[src/rtl/blk_sched_fifo.sv]
module blk_sched_fifo #(
  parameter int DW        = 32,
  parameter int IN_DEPTH  = 32,
  parameter int OUT_DEPTH = 33,
  parameter int BLK_WIDE  = 4,
  parameter int BLK_NARW  = 2,
  parameter int HASH_BLK  = 16
) (
  input  logic          clk,
  input  logic          rst_n,
  input  logic          enable,
  input  logic [2:0]    op_sel,
  input  logic          wr_en,
  input  logic [DW-1:0] wr_data,
  input  logic          rd_en,
  output logic [DW-1:0] rd_data,
  output logic [31:0]   status,
  output logic          start_vld,
  output logic [2:0]    start_op,
  input  logic          eng_rd,
  output logic [DW-1:0] eng_rd_data,
  input  logic          eng_wr,
  input  logic [DW-1:0] eng_wr_data,
  input  logic          eng_done
);
  localparam int IAW = $clog2(IN_DEPTH);
  localparam int OAW = $clog2(OUT_DEPTH);
  localparam int ICW = $clog2(IN_DEPTH + 1);
  localparam int OCW = $clog2(OUT_DEPTH + 1);
  localparam logic [ICW-1:0] IN_FULL  = ICW'(IN_DEPTH);
  localparam logic [OCW-1:0] OUT_FULL = OCW'(OUT_DEPTH);

  logic [DW-1:0]  in_mem  [IN_DEPTH];
  logic [DW-1:0]  out_mem [OUT_DEPTH];
  logic [IAW-1:0] in_wp, in_rp;
  logic [OAW-1:0] out_wp, out_rp;
  logic [ICW-1:0] in_cnt, need_in;
  logic [OCW-1:0] out_cnt, need_out, out_free;
  logic           op_ok, busy;

  wire push_in  = wr_en & enable & (in_cnt != IN_FULL);
  wire pop_in   = eng_rd & (in_cnt != '0);
  wire push_out = eng_wr & (out_cnt != OUT_FULL);
  wire pop_out  = rd_en & (out_cnt != '0);

  assign out_free    = OUT_FULL - out_cnt;
  assign eng_rd_data = in_mem[in_rp];
  assign rd_data     = (out_cnt != '0) ? out_mem[out_rp] : '0;
  assign status      = {8'(IN_DEPTH) - 8'(in_cnt), 8'(out_cnt), 16'h0000};
  assign start_op    = op_sel;

  always_comb begin
    op_ok    = 1'b1;
    need_in  = '0;
    need_out = '0;
    case (op_sel)
      3'd0: begin
        need_in  = ICW'(BLK_WIDE);
        need_out = OCW'(BLK_WIDE);
      end
      3'd1, 3'd2: begin
        need_in  = ICW'(BLK_NARW);
        need_out = OCW'(BLK_NARW);
      end
      3'd3, 3'd4: need_in = ICW'(HASH_BLK);
      default: op_ok = 1'b0;
    endcase
  end

  assign start_vld = enable & ~busy & op_ok & (in_cnt >= need_in) & (out_free >= need_out);

  always_ff @(posedge clk) begin
    if (push_in) in_mem[in_wp] <= wr_data;
    if (push_out) out_mem[out_wp] <= eng_wr_data;
  end

  always_ff @(posedge clk) begin
    if (!rst_n) begin
      in_wp   <= '0;
      in_rp   <= '0;
      in_cnt  <= '0;
      out_wp  <= '0;
      out_rp  <= '0;
      out_cnt <= '0;
      busy    <= 1'b0;
    end else begin
      if (push_in)  in_wp  <= (in_wp == IAW'(IN_DEPTH - 1)) ? '0 : in_wp + 1'b1;
      if (pop_in)   in_rp  <= (in_rp == IAW'(IN_DEPTH - 1)) ? '0 : in_rp + 1'b1;
      if (push_out) out_wp <= (out_wp == OAW'(OUT_DEPTH - 1)) ? '0 : out_wp + 1'b1;
      if (pop_out)  out_rp <= (out_rp == OAW'(OUT_DEPTH - 1)) ? '0 : out_rp + 1'b1;
      in_cnt  <= in_cnt + ICW'(push_in) - ICW'(pop_in);
      out_cnt <= out_cnt + OCW'(push_out) - OCW'(pop_out);
      if (start_vld)     busy <= 1'b1;
      else if (eng_done) busy <= 1'b0;
    end
  end
endmodule

[config.mk]
export PLATFORM = sky130hd
export DESIGN_NAME = blk_sched_fifo
export DESIGN_NICKNAME = d
export VERILOG_FILES = /design/src/rtl/blk_sched_fifo.sv
export SDC_FILE = /design/constraint.sdc
export NUM_CORES = 2
export LEC_CHECK = 0
export BUFFER_PORTS_ARGS = -buffer_cell sky130_fd_sc_hd__buf_4
export CAP_MARGIN = 20
export CORE_MARGIN = 2
export CORE_UTILIZATION = 55
export CTS_CLUSTER_SIZE = 12
export DETAILED_ROUTE_END_ITERATION = 10
export HOLD_SLACK_MARGIN = 0.05
export PLACE_DENSITY = 0.8
export SLEW_MARGIN = 5
export SYNTH_ARGS = -nofsm -noshare
export SYNTH_HDL_FRONTEND = slang
export SYNTH_SLANG_ARGS = --single-unit
[constraint.sdc]
create_clock -name clk -period 9.5 [get_ports clk]
set_clock_uncertainty 0.15 [all_clocks]
set_input_delay 1.9 -clock clk [delete_from_list [all_inputs] [get_ports clk]]
set_output_delay 1.9 -clock clk [all_outputs]
set_load 0.005 [all_outputs]
# [Word-level counts from Yosys, hierarchy flattened]
# Memory sizes are Yosys's and may differ from the RTL's. A register that Yosys moved wholly into a read port is not among the register bits.
# Cells that the tools add are included.
[totals] register_bits=35 in_bits=75 wordCells=66 mem_count=2 mem_bits_rw=2080
[op_classes] eq_ne=10 n_reduce_logical=7 bitwise=10 n_mux=18 order_cmp=2 addsub=10
[memory_table] name="out_mem" depth=33 width=32 rd=1 rd_clocked_by_memory_dff=1 wr=1 line_no="34" source="logic [DW-1:0] out_mem [OUT_DEPTH];"
[memory_table] name="in_mem" depth=32 width=32 rd=1 rd_clocked_by_memory_dff=1 wr=1 line_no="33" source="logic [DW-1:0] in_mem [IN_DEPTH];"
[ops] cell="32-bit two-way mux" n=1
[ops] cell="6-bit two-way mux" n=4
[ops] cell="5-bit two-way mux" n=4
[ops] cell="5-bit case mux with 3 select lines" n=1
[ops] cell="6-bit by 1-bit adder with 6-bit output" n=2
[ops] cell="6-bit by 1-bit adder with 6-bit output (second input constant)" n=2
[ops] cell="6-bit equality test (second input constant)" n=2
[ops] cell="6-bit greater-or-equal comparator" n=2
[ops] cell="6-bit inequality test (second input constant)" n=2
[ops] cell="6-bit nonzero test" n=2
[ops] cell="6-bit by 1-bit subtractor with 6-bit output" n=2
[ops] cell="5-bit by 1-bit adder with 5-bit output (second input constant)" n=2
[ops] cell="5-bit equality test (second input constant)" n=2
[ops] cell="1-bit AND" n=9
[ops] cell="1-bit two-way mux" n=7
[ops] cell="6-bit by 6-bit subtractor with 7-bit output (first input constant)" n=1
[ops] cell="3-bit by 2-bit equality test with 1-bit output (second input constant)" n=2
[ops] cell="3-bit case mux with 2 select lines" n=1
[ops] cell="6-bit subtractor (first input constant)" n=1
[ops] cell="5-bit OR reduction" n=1
[ops] cell="2-bit OR reduction" n=2
[ops] cell="3-bit by 1-bit equality test with 1-bit output (second input constant)" n=1
[ops] cell="3-bit equality test (second input constant)" n=1
[ops] cell="3-bit zero test" n=1
[ops] cell="other kinds (2)" n=2

# [Logic depth before layout (Yosys ltp)]
[logic_depth] depth_word=7 ltp_mapped=14

# [Worst setup path before layout]
# Ideal clock, no wire load.
[synth_timing] kind="input to output" startpoint="input port op_sel[2]" endpoint="output port start_vld" stages=5 path_slack_ns=4.333 path_buffers=0 arrival_ns=3.117 t_required_ns=7.450 cell_sequence="or3_1 > ha_1 > a21boi_0 > a2111oi_0 > a211oi_1"
[synth_via] elab_chain_len=6 word_cells_on_any_way=16 cone_classes="order compare: 2; eq/ne: 4; mux: 3; bitwise: 3; reduce/logical: 4"
[synth_rtl] item="start: declaration" line_no="12" source="input logic [2:0] op_sel,"
[synth_rtl] item="3-bit by 2-bit equality test with 1-bit output, or another cell as far along" line_no="56" source="case (op_sel)"
[synth_rtl] item="2-bit OR reduction or 5-bit OR reduction (tied branches)"
[synth_rtl] item="5-bit case mux with 3 select lines or 1-bit two-way mux (tied branches)" line_no="56"
[synth_rtl] item="6-bit greater-or-equal comparator or 1-bit AND (tied branches)" line_no="70" source="assign start_vld = enable & ~busy & op_ok & (in_cnt >= need_in) & (out_free >= need_out);"
[synth_rtl] item="1-bit AND" line_no="70"
[synth_rtl] item="1-bit AND (*)" line_no="70"
[synth_rtl] item="end: declaration" line_no="18" source="output logic start_vld,"
# Mark *: on every way between the ends. The rest lies on a longest branch, timed or not.

==> impl_metrics.env <==
export IMPL_dieWidth_microns=390
export IMPL_finalSetupViolations=0
export IMPL_grt_overflow=0
export IMPL_worst_slew_pin_slew_ns=1.11
export IMPL_drive_above_1_share_pct=28.3
export IMPL_startpoint_type="flip-flop"
export IMPL_yosys_warnings=0
export IMPL_slew_headroom_pct=26.2
export IMPL_initial_core_util_pct=55.5
export IMPL_grt_pass1_wl_mm=293
export IMPL_worst_ep_arrival_time_ns=4.28
export IMPL_cts_tree="done"
export IMPL_yosysTopAreaCell="edfxtp_1"
export IMPL_gp_congestion=0.767
export IMPL_cp_num_buf_inv=4
export IMPL_fmax_mhz=158
export IMPL_worstPathCellList="buf_4 -> buf_4 -> nor2b_1 -> buf_4 -> nand2_1 -> a311oi_1 -> nor2_1 -> buf_4"
export IMPL_dp_slack_ns=3.88
export IMPL_cp_common_cell="buf_4"
export IMPL_cts_num_sinks=2126
export IMPL_outcome="finished, final reports clean"
export IMPL_cts_hold_buf=0
export IMPL_area_growth_pct=11.9
export IMPL_path_class="reg -> out"
export IMPL_clk_latency_ns=0.83
export IMPL_rsz0062_at_grt="no"
export IMPL_fin_crit_ns=6.33
export IMPL_yosysSeqAreaShare_pct=77.2
export IMPL_netlist_instances=3727
export IMPL_drc=0
export IMPL_path_clk_slew_ns=0.06
export IMPL_routed_via_density=6.78
export IMPL_syn_area_sq_mm=0.0821
export IMPL_synth_edf_count=2080
export IMPL_first_global_vias=41944
export IMPL_finalHoldViolCount=0
export IMPL_min_path_type="reg -> reg"
export IMPL_fin_crit_sh_pct=66.7
export IMPL_postCtsSetupBuffers=0
export IMPL_peakVddDrop_mv=0.193
export IMPL_std_cell_rows=141
export IMPL_grt_antenna_before_repair=9
export IMPL_wirelength_mm=204
export IMPL_nets=4096
export IMPL_power_density_mw_per_mm2=233
export IMPL_dieArea_sq_mm=0.152
export IMPL_drv_cap=0
export IMPL_die_h_microns=390
export IMPL_grt_usage_pct=26.9
export IMPL_nFillCells=9321
export IMPL_dr_pass1_iters=5
export IMPL_synth_ff_type="edfxtp_1"
export IMPL_htree_levels=4
export IMPL_post_dp_hpwl_mm=98.2
export IMPL_cts_path_max_buffers=3
export IMPL_cts_resized=0
export IMPL_ant_nets=0
export IMPL_cpLargestDelayFamily="buffers and inverters"
export IMPL_async_reset_ff_share_pct=0
export IMPL_cp_required_ns=7.45
export IMPL_cp_slowest_cell="dfxtp_4"
export IMPL_leakage_uw=0.0281
export IMPL_slew_violations=0
export IMPL_syn_area_per_cell_sq_um=22.0
export IMPL_grt_max_degree=94
export IMPL_critPathMaxStageDelay_ns=0.77
export IMPL_crit_fanout=48
export IMPL_coreArea_sq_mm=0.148
export IMPL_routedWlPerCell_microns=34.0
export IMPL_ys_ff_latch=2126
export IMPL_cts_root_buffer_cell="clkbuf_16"
export IMPL_synth_top_area_share_pct=76.1
export IMPL_fin_tns_setup_ns=0
export IMPL_io_pins=175
export IMPL_via_count=40719
export IMPL_final_setup_worst_slack_ns=3.17
export IMPL_final_util_pct=62.1
export IMPL_port_buffers=156
export IMPL_numCtsBuffers=204
export IMPL_drt_initial_drc_count=6144
export IMPL_synth_cell_types=52
export IMPL_synthTopCellsByArea="edfxtp_1 (76%), mux4_2 (14%), mux2i_1 (1.6%)"
export IMPL_cp_end_kind="output pin"
==> sequential cells by signal, summed over array words and instances, names as in the netlist, named ones only <==
signal,flops
in_wp,5
out_wp,6
out_mem,1056
in_rp,5
out_cnt,6
busy,1
out_rp,6
in_mem,1024
in_cnt,6
==> report_power, final <==
part           internal, uW  total (uW)  switching [uW]
clock                  4030        7390            3360
sequential            10400       10600             155
combinational          1720        3480            1760
total                 16100       21400            5280
==> cells in the mapped netlist (all sizes together), types with 28 or more instances <==
cell and count:
a211o 32, a211oi 33, a311oi 48, buf 112
clkbuf 112, dfxtp 46, edfxtp 2080, ha 38
inv 28, mux2 64, mux2i 128, mux4 512
nand2 66, nor2 158, nor2b 41, o21ai 40
o22ai 48
==> cell type report <==
class	instances	area [sq um]	share of cell area (%)
repair buffers	255	1970	2.15
well taps	1930	2410	2.63
inverters	29	109	0.118
flip-flops and latches	2126	63400	69.0
diodes	10	25.0	0.0272
multi-input cells	1365	18100	19.7
clock buffers	248	5320	5.79
clock inverters	39	477	0.519
==> metrics by stage <==
stage	area, sq um	hold WS (ns)	power, uW	std cells
finish	91900	0.370	21400	6002
global route	91900	0.395	22000	5998
CTS	91800	0.377	21500	5991
detailed placement	86000	0.367	14200	5704
global placement	86000	0.347	14100	5704
floorplan	82200	0.317	13100	3744
==> path summary, 6_finish.rpt <==
kind / from / end / slack [ns] / cells past startpoint
min: in_rp[4] / flip-flop / 0.37 / 2
max: flip-flop / rd_data[21] / 3.17 / 8
min reg2reg: in_rp[4] / flip-flop / 0.37 / 2
max reg2reg: in_cnt[1] / in_mem[7][5] / 5.61 / 7
==> cells by family (layout without fill, tap and decap cells) <==
| logic type | count (synthesis) | after routing | share of synthesized area, % |
|---|---|---|---|
| AOI/OAI and AO/OA | 252 | 252 | 2.18 |
| and+or+nand+nor | 332 | 332 | 1.89 |
| adders and majority gates | 40 | 40 | 0.628 |
| other | 1 | 28 | 0.00457 |
| buffers and inverters | 253 | 571 | 1.41 |
| muxes | 704 | 704 | 16.5 |
| xor gates and xnor gates | 19 | 19 | 0.203 |
| DFF | 2126 | 2126 | 77.2 |
==> placed cells by master, fill, tap and decap left out, types with 8 or more instances in the layout <==
cell / netlist / routed
edfxtp_1: 2080 / 2080
mux4_2: 512 / 512
buf_4: 27 / 250
clkbuf_16: 0 / 206
mux2i_1: 128 / 128
nor2_1: 158 / 92
nand2_1: 66 / 65
nor2_4: 0 / 65
mux2_2: 64 / 64
o22ai_1: 48 / 48
a311oi_1: 48 / 48
nor2b_1: 41 / 41
clkbuf_1: 112 / 41
o21ai_0: 40 / 40
ha_1: 38 / 38
dfxtp_1: 46 / 37
a211oi_1: 33 / 33
a211o_1: 32 / 32
inv_1: 28 / 28
a31oi_1: 18 / 18
conb_1: 1 / 18
clkinv_1: 1 / 16
and2_1: 12 / 12
xnor2_1: 12 / 12
a21boi_0: 12 / 12
a21oi_1: 11 / 11
diode_2: 0 / 10
nand3_1: 9 / 8
==> worst min-delay path, stage by stage, from the launching register on <==
cell and delay (ns):
dfxtp_1 0.31, nand2_1 0.05, a21boi_0 0.10
==> layer usage <==
| layer | GRT usage [%] | vias up | wire [microns] |
|---|---|---|---|
| li1 | - | 16018 | - |
| met1 | 34.7 | 21096 | 69500 |
| met2 | 45.0 | 3047 | 103000 |
| met3 | 5.20 | 554 | 22100 |
| met4 | 12.1 | 4 | 9150 |
| met5 | 0 | - | 22 |
No activity file was read; power rests on OpenSTA's default activity.
